==> config.mk <==
export PLATFORM = sky130hd
export DESIGN_NAME = perfmon_unit
export DESIGN_NICKNAME = d
export VERILOG_FILES = /design/src/rtl/perfmon_pkg.sv /design/src/rtl/perfmon_evt_sel.sv /design/src/rtl/perfmon_presc.sv /design/src/rtl/perfmon_counter.sv /design/src/rtl/perfmon_ctrl.sv /design/src/rtl/perfmon_unit.sv
export SDC_FILE = /design/constraint.sdc
export NUM_CORES = 1
export LEC_CHECK = 0
export BUFFER_PORTS_ARGS = -buffer_cell sky130_fd_sc_hd__buf_2
export CAP_MARGIN = 20
export CELL_PAD_IN_SITES_DETAIL_PLACEMENT = 1
export CELL_PAD_IN_SITES_GLOBAL_PLACEMENT = 1
export CORE_AREA = 4 4 143 145
export DETAILED_ROUTE_END_ITERATION = 16
export DIE_AREA = 0 0 147 149
export MAX_ROUTING_LAYER = met4
export PLACE_DENSITY_LB_ADDON = 0.1
export RECOVER_POWER = 25
export SLEW_MARGIN = 25
export SYNTH_ARGS = -nofsm -noshare
export SYNTH_HDL_FRONTEND = slang
export SYNTH_SLANG_ARGS = --single-unit
export TNS_END_PERCENT = 50
==> constraint.sdc <==
create_clock -name clk -period 3.5 [get_ports clk]
set_input_delay 0.525 -clock clk [delete_from_list [all_inputs] [get_ports clk]]
set_output_delay 0.525 -clock clk [all_outputs]
set_load 0.005 [all_outputs]
==> src/rtl/perfmon_pkg.sv <==
`timescale 1ns/1ps
package perfmon_pkg;
  localparam int CTRL_W   = 32;
  localparam int SEL_W    = 8;
  localparam int NUM_EVT  = 2;
  localparam int NUM_CNT  = NUM_EVT + 1;   // index NUM_EVT is the cycle counter
  localparam int ADDR_W   = 2;

  // control word field positions
  localparam int B_EN      = 0;
  localparam int B_CLR_EV  = 1;
  localparam int B_CLR_CYC = 2;
  localparam int B_PRESC   = 3;
  localparam int B_IE_LO   = 4;
  localparam int B_OVF_LO  = 8;
  localparam int B_SEL0_LO = 12;
  localparam int B_SEL1_LO = 20;

  localparam logic [CTRL_W-1:0] WR_MASK  = 32'h0FFF_F77F;
  localparam logic [SEL_W-1:0]  SEL_NONE = 8'hFF;

  localparam logic [ADDR_W-1:0] A_CTRL = 2'd0;
  localparam logic [ADDR_W-1:0] A_CYC  = 2'd1;
  localparam logic [ADDR_W-1:0] A_EV0  = 2'd2;
  localparam logic [ADDR_W-1:0] A_EV1  = 2'd3;
endpackage

==> src/rtl/perfmon_evt_sel.sv <==
`timescale 1ns/1ps
module perfmon_evt_sel #(
  parameter int EVT_W = 23,
  parameter int SEL_W = 8
) (
  input  logic [SEL_W-1:0] sel,
  input  logic [EVT_W-1:0] pulses,
  output logic             hit
);
  // codes outside the pulse vector match no bit and count nothing
  always_comb begin
    hit = 1'b0;
    for (int k = 0; k < EVT_W; k++) begin
      if (sel == SEL_W'(k)) hit = pulses[k];
    end
  end
endmodule

==> src/rtl/perfmon_presc.sv <==
`timescale 1ns/1ps
module perfmon_presc #(
  parameter int DIV_LOG2 = 6
) (
  input  logic clk,
  input  logic rst,
  input  logic clr,
  input  logic run,
  input  logic slow,
  output logic tick
);
  logic [DIV_LOG2-1:0] div_q;

  always_ff @(posedge clk) begin
    if (rst || clr)        div_q <= '0;
    else if (run && slow)  div_q <= div_q + 1'b1;
  end

  assign tick = run && (!slow || (&div_q));
endmodule

==> src/rtl/perfmon_counter.sv <==
`timescale 1ns/1ps
module perfmon_counter #(
  parameter int W = 32
) (
  input  logic         clk,
  input  logic         rst,
  input  logic         clr,
  input  logic         ld,
  input  logic [W-1:0] ld_val,
  input  logic         inc,
  output logic [W-1:0] cnt,
  output logic         wrap
);
  // priority: clear, then direct load, then increment
  always_ff @(posedge clk) begin
    if (rst || clr) cnt <= '0;
    else if (ld)    cnt <= ld_val;
    else if (inc)   cnt <= cnt + 1'b1;
  end

  assign wrap = inc && !clr && !ld && (&cnt);
endmodule

==> src/rtl/perfmon_ctrl.sv <==
`timescale 1ns/1ps
module perfmon_ctrl
  import perfmon_pkg::*;
(
  input  logic                          clk,
  input  logic                          rst,
  input  logic                          wr,
  input  logic [CTRL_W-1:0]             wdata,
  input  logic [NUM_CNT-1:0]            wrap,
  output logic                          en_q,
  output logic                          presc_q,
  output logic [NUM_CNT-1:0]            ie_q,
  output logic [NUM_CNT-1:0]            flag_q,
  output logic [NUM_EVT-1:0][SEL_W-1:0] sel_q,
  output logic                          clr_ev,
  output logic                          clr_cyc,
  output logic                          irq_q,
  output logic [CTRL_W-1:0]             word
);
  logic [CTRL_W-1:0]  wm;
  logic [NUM_CNT-1:0] ie_nxt;
  logic [NUM_CNT-1:0] w1c;
  logic [NUM_CNT-1:0] flag_nxt;
  logic               unused_holes;

  assign wm           = wdata & WR_MASK;
  assign unused_holes = ^{wm[CTRL_W-1:B_SEL1_LO+SEL_W], wm[B_SEL0_LO-1], wm[B_OVF_LO-1]};

  assign clr_ev  = wr && wm[B_CLR_EV];
  assign clr_cyc = wr && wm[B_CLR_CYC];

  always_comb begin
    ie_nxt   = wr ? wm[B_IE_LO +: NUM_CNT] : ie_q;
    w1c      = wr ? wm[B_OVF_LO +: NUM_CNT] : '0;
    // a wrap in the clearing cycle wins over the clear
    flag_nxt = (flag_q & ~w1c) | wrap;
  end

  always_ff @(posedge clk) begin
    if (rst) begin
      en_q    <= 1'b0;
      presc_q <= 1'b0;
      ie_q    <= '0;
      flag_q  <= '0;
      sel_q   <= {NUM_EVT{SEL_NONE}};
      irq_q   <= 1'b0;
    end else begin
      if (wr) begin
        en_q     <= wm[B_EN];
        presc_q  <= wm[B_PRESC];
        sel_q[0] <= wm[B_SEL0_LO +: SEL_W];
        sel_q[1] <= wm[B_SEL1_LO +: SEL_W];
      end
      ie_q   <= ie_nxt;
      flag_q <= flag_nxt;
      irq_q  <= |(flag_nxt & ie_nxt);
    end
  end

  always_comb begin
    word                       = '0;
    word[B_EN]                 = en_q;
    word[B_PRESC]              = presc_q;
    word[B_IE_LO +: NUM_CNT]   = ie_q;
    word[B_OVF_LO +: NUM_CNT]  = flag_q;
    word[B_SEL0_LO +: SEL_W]   = sel_q[0];
    word[B_SEL1_LO +: SEL_W]   = sel_q[1];
  end
endmodule

==> src/rtl/perfmon_unit.sv <==
`timescale 1ns/1ps
module perfmon_unit
  import perfmon_pkg::*;
#(
  parameter int CNT_W    = 32,
  parameter int EVT_W    = 23,
  parameter int DIV_LOG2 = 6
) (
  input  logic              clk,
  input  logic              rst,
  input  logic              reg_we,
  input  logic [ADDR_W-1:0] reg_addr,
  input  logic [CTRL_W-1:0] reg_wdata,
  output logic [CTRL_W-1:0] reg_rdata,
  input  logic [EVT_W-1:0]  evt_pulse,
  output logic              irq
);
  localparam int CYC_IDX = NUM_EVT;

  logic                          en_q, presc_q, clr_ev, clr_cyc, tick;
  logic [NUM_CNT-1:0]            ie_q, flag_q, wrap;
  logic [NUM_EVT-1:0][SEL_W-1:0] sel_q;
  logic [CTRL_W-1:0]             ctrl_word;
  logic [CNT_W-1:0]              cnt_q [NUM_CNT];
  logic [CNT_W-1:0]              cyc_cnt, ev0_cnt, ev1_cnt;

  perfmon_ctrl u_ctrl (
    .clk     (clk),
    .rst     (rst),
    .wr      (reg_we && (reg_addr == A_CTRL)),
    .wdata   (reg_wdata),
    .wrap    (wrap),
    .en_q    (en_q),
    .presc_q (presc_q),
    .ie_q    (ie_q),
    .flag_q  (flag_q),
    .sel_q   (sel_q),
    .clr_ev  (clr_ev),
    .clr_cyc (clr_cyc),
    .irq_q   (irq),
    .word    (ctrl_word)
  );

  perfmon_presc #(.DIV_LOG2(DIV_LOG2)) u_presc (
    .clk  (clk),
    .rst  (rst),
    .clr  (clr_cyc),
    .run  (en_q),
    .slow (presc_q),
    .tick (tick)
  );

  for (genvar i = 0; i < NUM_CNT; i++) begin : g_cnt
    localparam logic [ADDR_W-1:0] MY_ADDR = (i < NUM_EVT) ? ADDR_W'(i + 2) : A_CYC;
    logic inc_i, clr_i;

    if (i < NUM_EVT) begin : g_evt
      logic hit;
      perfmon_evt_sel #(.EVT_W(EVT_W), .SEL_W(SEL_W)) u_sel (
        .sel    (sel_q[i]),
        .pulses (evt_pulse),
        .hit    (hit)
      );
      assign inc_i = en_q && hit;
      assign clr_i = clr_ev;
    end else begin : g_cyc
      assign inc_i = tick;
      assign clr_i = clr_cyc;
    end

    perfmon_counter #(.W(CNT_W)) u_counter (
      .clk    (clk),
      .rst    (rst),
      .clr    (clr_i),
      .ld     (reg_we && (reg_addr == MY_ADDR)),
      .ld_val (reg_wdata[CNT_W-1:0]),
      .inc    (inc_i),
      .cnt    (cnt_q[i]),
      .wrap   (wrap[i])
    );
  end

  assign ev0_cnt = cnt_q[0];
  assign ev1_cnt = cnt_q[1];
  assign cyc_cnt = cnt_q[CYC_IDX];

  always_ff @(posedge clk) begin
    if (rst) reg_rdata <= '0;
    else begin
      case (reg_addr)
        A_CTRL:  reg_rdata <= ctrl_word;
        A_CYC:   reg_rdata <= CTRL_W'(cyc_cnt);
        A_EV0:   reg_rdata <= CTRL_W'(ev0_cnt);
        default: reg_rdata <= CTRL_W'(ev1_cnt);
      endcase
    end
  end
endmodule

Word-level counts from Yosys, hierarchy flattened

Cells that the tools add are included.

Add/sub/neg operators: 4
Multiply operators: 0
Divide/modulo/power cells: 0
Order comparisons: 0
Eq/ne operators: 47
Shift operators: 0
Mux-type cells: 55
Bitwise gates (word level): 4
Reduce and logical (&&, ||, !) cells: 39

Operator list:

| cell                                                            | count |
|---|---|
| 32-bit two-way mux                                              | 6 |
| 8-bit by 4-bit == test with 1-bit output, second input constant | 16 |
| 8-bit by 5-bit == test with 1-bit output, second input constant | 14 |
| 32-bit by 1-bit adder with 32-bit output, second input constant | 3 |
| 32-bit case mux with 3 select lines                             | 1 |
| 32-bit AND reduction                                            | 3 |
| 8-bit by 3-bit == test with 1-bit output, second input constant | 8 |
| 1-bit two-way mux                                               | 46 |
| 8-bit by 2-bit == test with 1-bit output, second input constant | 4 |
| 1-bit logical AND                                               | 19 |
| 8-bit by 1-bit == test with 1-bit output, second input constant | 2 |
| 8-bit logical NOT                                               | 2 |
| 6-bit by 1-bit adder with 6-bit output, second input constant   | 1 |
| 3-bit AND                                                       | 2 |
| 1-bit logical NOT                                               | 6 |
| 3-bit two-way mux                                               | 2 |
| 6-bit AND reduction                                             | 1 |
| 2-bit nonzero test                                              | 3 |
| 2-bit == test, second input constant                            | 2 |
| 1-bit logical OR                                                | 3 |
| 3-bit inverter                                                  | 1 |
| 3-bit OR                                                        | 1 |
| 3-bit OR reduction                                              | 1 |
| 2-bit by 1-bit == test with 1-bit output, second input constant | 1 |
| 2-bit logical NOT                                               | 1 |

Register bits: 159
Bits in latches: 0
RAM bits: 0
Bits in read-only memories: 0
Input bits: 60
Output and inout bits: 33
Logic and storage cells: 161
Memories kept: 0

Depth between registers and ports, before layout

Depth after elaboration: 31
Gate-level depth with buffers: 11
Depth with buffers taken out: 9

By module

Synthesis repeated with hierarchy kept, for this count alone.

Cell total of the unflattened synthesis: 1094
Area, all modules: 9370.2 um2

By module, submodules not included:

| module          | instances | cells each | area each (um2) | sequential area each (um2) |
|---|---|---|---|---|
| perfmon_counter | 3         | 229        | 1848.0          | 640.6 |
| perfmon_unit    | 1         | 152        | 1687.9          | 640.6 |
| perfmon_ctrl    | 1         | 123        | 1208.7          | 500.5 |
| perfmon_evt_sel | 2         | 49         | 327.8           | 0.0 |
| perfmon_presc   | 1         | 34         | 274.0           | 120.1 |

Worst setup path after synthesis

OpenSTA, ideal clock, no wires.

Path kind: input to register
Start: in evt_pulse[20]
End: reg g_cnt[0].u_counter.cnt[24]
Library setup time: 0.074 ns
Arrival time: 2.413 ns
Required time: 3.426 ns
Path slack: 1.013 ns
Stages: 7
Buffers on the path: 0
Cell sequence: or3b_1 a32oi_1 o21ai_0 o21ai_0 o2111ai_2 or4_1 a31oi_1

Longest elaborated chain between the ends: 5

RTL lines:

| element                         | RTL line              | RTL |
|---|---|---|
| start: declaration              | perfmon_unit.sv:15    | `input logic [EVT_W-1:0] evt_pulse,` |
| 1-bit two-way mux (3 in series) | perfmon_evt_sel.sv:14 | `if (sel == SEL_W'(k)) hit = pulses[k];` |
| 1-bit logical AND               | perfmon_unit.sv:64    | `assign inc_i = en_q && hit;` |
| 2-bit nonzero test (no line)    | --                    |  |
| end signal: assignment          | perfmon_counter.sv:17 | `else if (ld) cnt <= ld_val;` |
| end signal: assignment          | perfmon_counter.sv:18 | `else if (inc) cnt <= cnt + 1'b1;` |
| end: declaration                | perfmon_counter.sv:11 | `output logic [W-1:0] cnt,` |

No other way between the ends.
A chain may end at the register's enable or synchronous reset.

Final worst setup path

Start: reg u_ctrl.sel_q[1] (netlist bit)
End: reg g_cnt[0].u_counter.cnt[23]

Longest elaborated chain between the ends: 26
Elaborated cells between the ends (all ways): 48
Those cells by class: eq/ne: 22; mux: 23; reduce/logical: 3

RTL lines:

| element                          | RTL line              | RTL |
|---|---|---|
| start: declaration               | perfmon_ctrl.sv:14    | `output logic [NUM_EVT-1:0][SEL_W-1:0] sel_q,` |
| start signal: assignment         | perfmon_ctrl.sv:45    | `sel_q <= {NUM_EVT{SEL_NONE}};` |
| 8-bit logical NOT                | perfmon_evt_sel.sv:14 |  |
| 1-bit two-way mux (22 in series) | perfmon_evt_sel.sv:14 |  |
| 1-bit two-way mux *              | perfmon_evt_sel.sv:14 |  |
| 1-bit logical AND *              | perfmon_unit.sv:64    |  |
| 2-bit nonzero test (no line) *   | --                    |  |

Every way passes the cells marked *; elsewhere a longest branch is shown, timed or not.

==> results.toml <==
[worst_setup_path]
cp-start-kind = "flip-flop"
cp.arrival_ns = 3.48
crit_type = "flip-flop to flip-flop"
crit_required_ns = 3.79
cp-end-kind = "flip-flop"
cpPeakStageDelay_ns = 0.87
path_max_fanout = 22
crit_slowest_cell = "dfxtp_1"
crit_chain = "mux2i_1, a311oi_1, nand4_1, a211oi_2, o21ai_1, buf_4, nor3_1, xnor2_1, a21oi_1"

[global_routing]
grt_pass1_vias = 7954
grt_pass1_wl_um = 43980
antenna_found_initial = 0
grt_overflow = 0
groute.usage.overall = 0.2614
grt_start_max_net_pins = 64

[power]
p_leak_uw = 0.003343
ir_drop_mv = 0.3545
total_power_uw = 4150
power_density_nw_per_um2 = 423.4

[final_layout]
drive_above_1_share = 0.1685
area_growth_pct = 15.39
layout.nets = 1126
antenna_cells = 0

[cts]
cts_inserted_buffers = 17
insertion_delay_ns = 0.43
clockBufferDepth = 2
cts_max_level = 4
cts_setup_buffers = 0
postCtsHoldBufs = 0
cts_root_buf = "clkbuf_16"
clkSinkCount = 159
post_cts_resized = 0
tritoncts = "done"
clk_pin_slew_ns = 0.07

[yosys]
ys_types = 59
syn_nets = 1052
avgSynthCellArea_sq_um = 8.599
ys.flop_type = "dfxtp_1"
synth.largest_area_cell = "dfxtp_1"
ys_seq_area_frac = 0.3747
synth_async_sr_flop_share = 0
netlist_top_cells_area = "dfxtp_1, xnor2_1, mux4_2, o21ai_0, a21oi_1"
netlist.area_leader.share = 0.3747
synth_warnings = 0
synthCells = 988
mappedNetlistArea_sq_um = 8496
ys_seq_elements = 159
synth_edf_count = 0

[flow_run]
maxCapViolations = 0

[sta]
worstMarginPinSlew_ns = 1.453
setup_tns_ns = 0
fin_ws_ns = 0.3068
finClkSkew_ns = 0.01131
hold_violations = 0
rsz0062_at_grt = "false"
final-setup-viol-count = 0
fmax_mhz = 313.2
final_max_slew_viol_count = 0
fin_crit_ns = 3.193
slew_headroom = 0.03112
period_share = 0.9123

[placed_design]
place_ws_ns = 0.4222
place_hpwl_um = 19580
io_buffers = 92
place_congestion = 0.8720

[route]
num_vias = 7756
vias_per_cell = 5.792
wl_per_cell_um = 20.74
routed_wl_um = 27770
drtIter0Drc = 417
dr.pass1.iters = 5
ant_nets = 0
drc_errors = 0

[floorplanning]
dieHeight_um = 149
num_rows = 51
ios = 93
coreArea_sq_um = 19210
dieArea_sq_um = 21900
start_util = 0.4423
die_w_um = 147

[outcome]
status = "finished clean"

[hold_path]
hold_class = "primary input to flip-flop"
cell families after synthesis:
family	after synthesis	share of synthesized area
compound gates	239	0.1719
xor+xnor	93	0.09588
fa+ha+maj	4	0.005891
buf+inv	93	0.04256
flops	159	0.3747
mux	57	0.1038
simple gates	343	0.2053
sequential cells by signal, summed over array words and instances (netlist names):
name                 flops
g_cnt.u_counter.cnt     96
reg_rdata               32
u_ctrl.sel_q            16
u_presc.div_q            6
u_ctrl.flag_q            3
u_ctrl.ie_q              3
u_ctrl.en_q              1
u_ctrl.irq_q             1
u_ctrl.presc_q           1
critical path, delay by kind of cell (launching register included):
| kind | cells | cell delay (ns) |
|---|---|---|
| and+or+nand+nor | 2 | 0.41 |
| buffers and inverters | 1 | 0.27 |
| muxes | 1 | 0.16 |
| DFF | 1 | 0.87 |
| xor gates and xnor gates | 1 | 0.17 |
| AOI/OAI and AO/OA | 4 | 1.16 |
per-layer routing:
metal  global-route usage  vias up  part of all wire  wire, um
met3              0.03920       51             0.045      1239
met4              0.08807        0             0.027       746
li1                     -     3701                 -         -
met2               0.4201      191              0.46     12870
met5                    -        -                 0         0
met1               0.3403     3813              0.47     12910
cell usage in the layout (no fill, tap or decap), types with 6 or more instances in the layout:
master and instances:
a211o_1 19, a211oi_1 29, a21oi_1 73, a22oi_1 8, and3_1 12, buf_2 76, buf_4 27, clkbuf_1 19
clkbuf_16 17, dfxtp_1 159, inv_1 26, mux2_2 9, mux2i_1 24, mux4_2 24, nand2_1 54, nand2b_1 6
nand3_1 43, nand4_1 13, nor2_1 89, nor2b_1 45, nor3_1 24, nor4_1 20, o21ai_0 79, or3_1 9
xnor2_1 72, xor2_1 21
final cells by class:
type                    count  area (sq um)
fillers                  2290          9404
inverters                  26         97.59
flip-flops and latches    159          3183
clock inverters            12         87.58
repair buffers            122         670.6
well taps                 265         331.6
multi-input cells         736          4990
clock buffers              19         442.9
where the power goes:
group	leakage, uW	switching (uW)	internal, uW
clock network	0.000259	787	925
registers	0.00130	101	1890
logic	0.00179	242	202
path summary, 6_finish.rpt:
check        depth (start not counted)              from  slack (ns)                          to
max                                  9   u_ctrl.sel_q[1]        0.31  g_cnt[0].u_counter.cnt[23]
min                                  2     reg_wdata[25]        0.36            u_ctrl.sel_q[13]
max reg2reg                          9   u_ctrl.sel_q[1]        0.31  g_cnt[0].u_counter.cnt[23]
min reg2reg                          2  u_presc.div_q[1]        0.49            u_presc.div_q[1]
through the flow:
stage                     hold WS (ns)  utilization  cells  cell area, sq um
after floorplan                 0.4522            -    988              8496
after global placement          0.4699       0.4842   1308              9300
after detailed placement        0.4827       0.4842   1308              9300
after CTS                       0.3508       0.5118   1339              9831
after global routing            0.3513       0.5104   1339              9803
final                           0.3583       0.5104   1339              9803
Yosys cell counts (26+ instances only):
library cell  instances
nor2_1               89
o21ai_0              80
dfxtp_1             159
xnor2_1              72
nand2_1              55
nor2b_1              45
clkbuf_1             56
a21oi_1              74
inv_1                26
a211oi_1             29
nand3_1              44
Note: power is estimated with default switching activity, not from simulation.
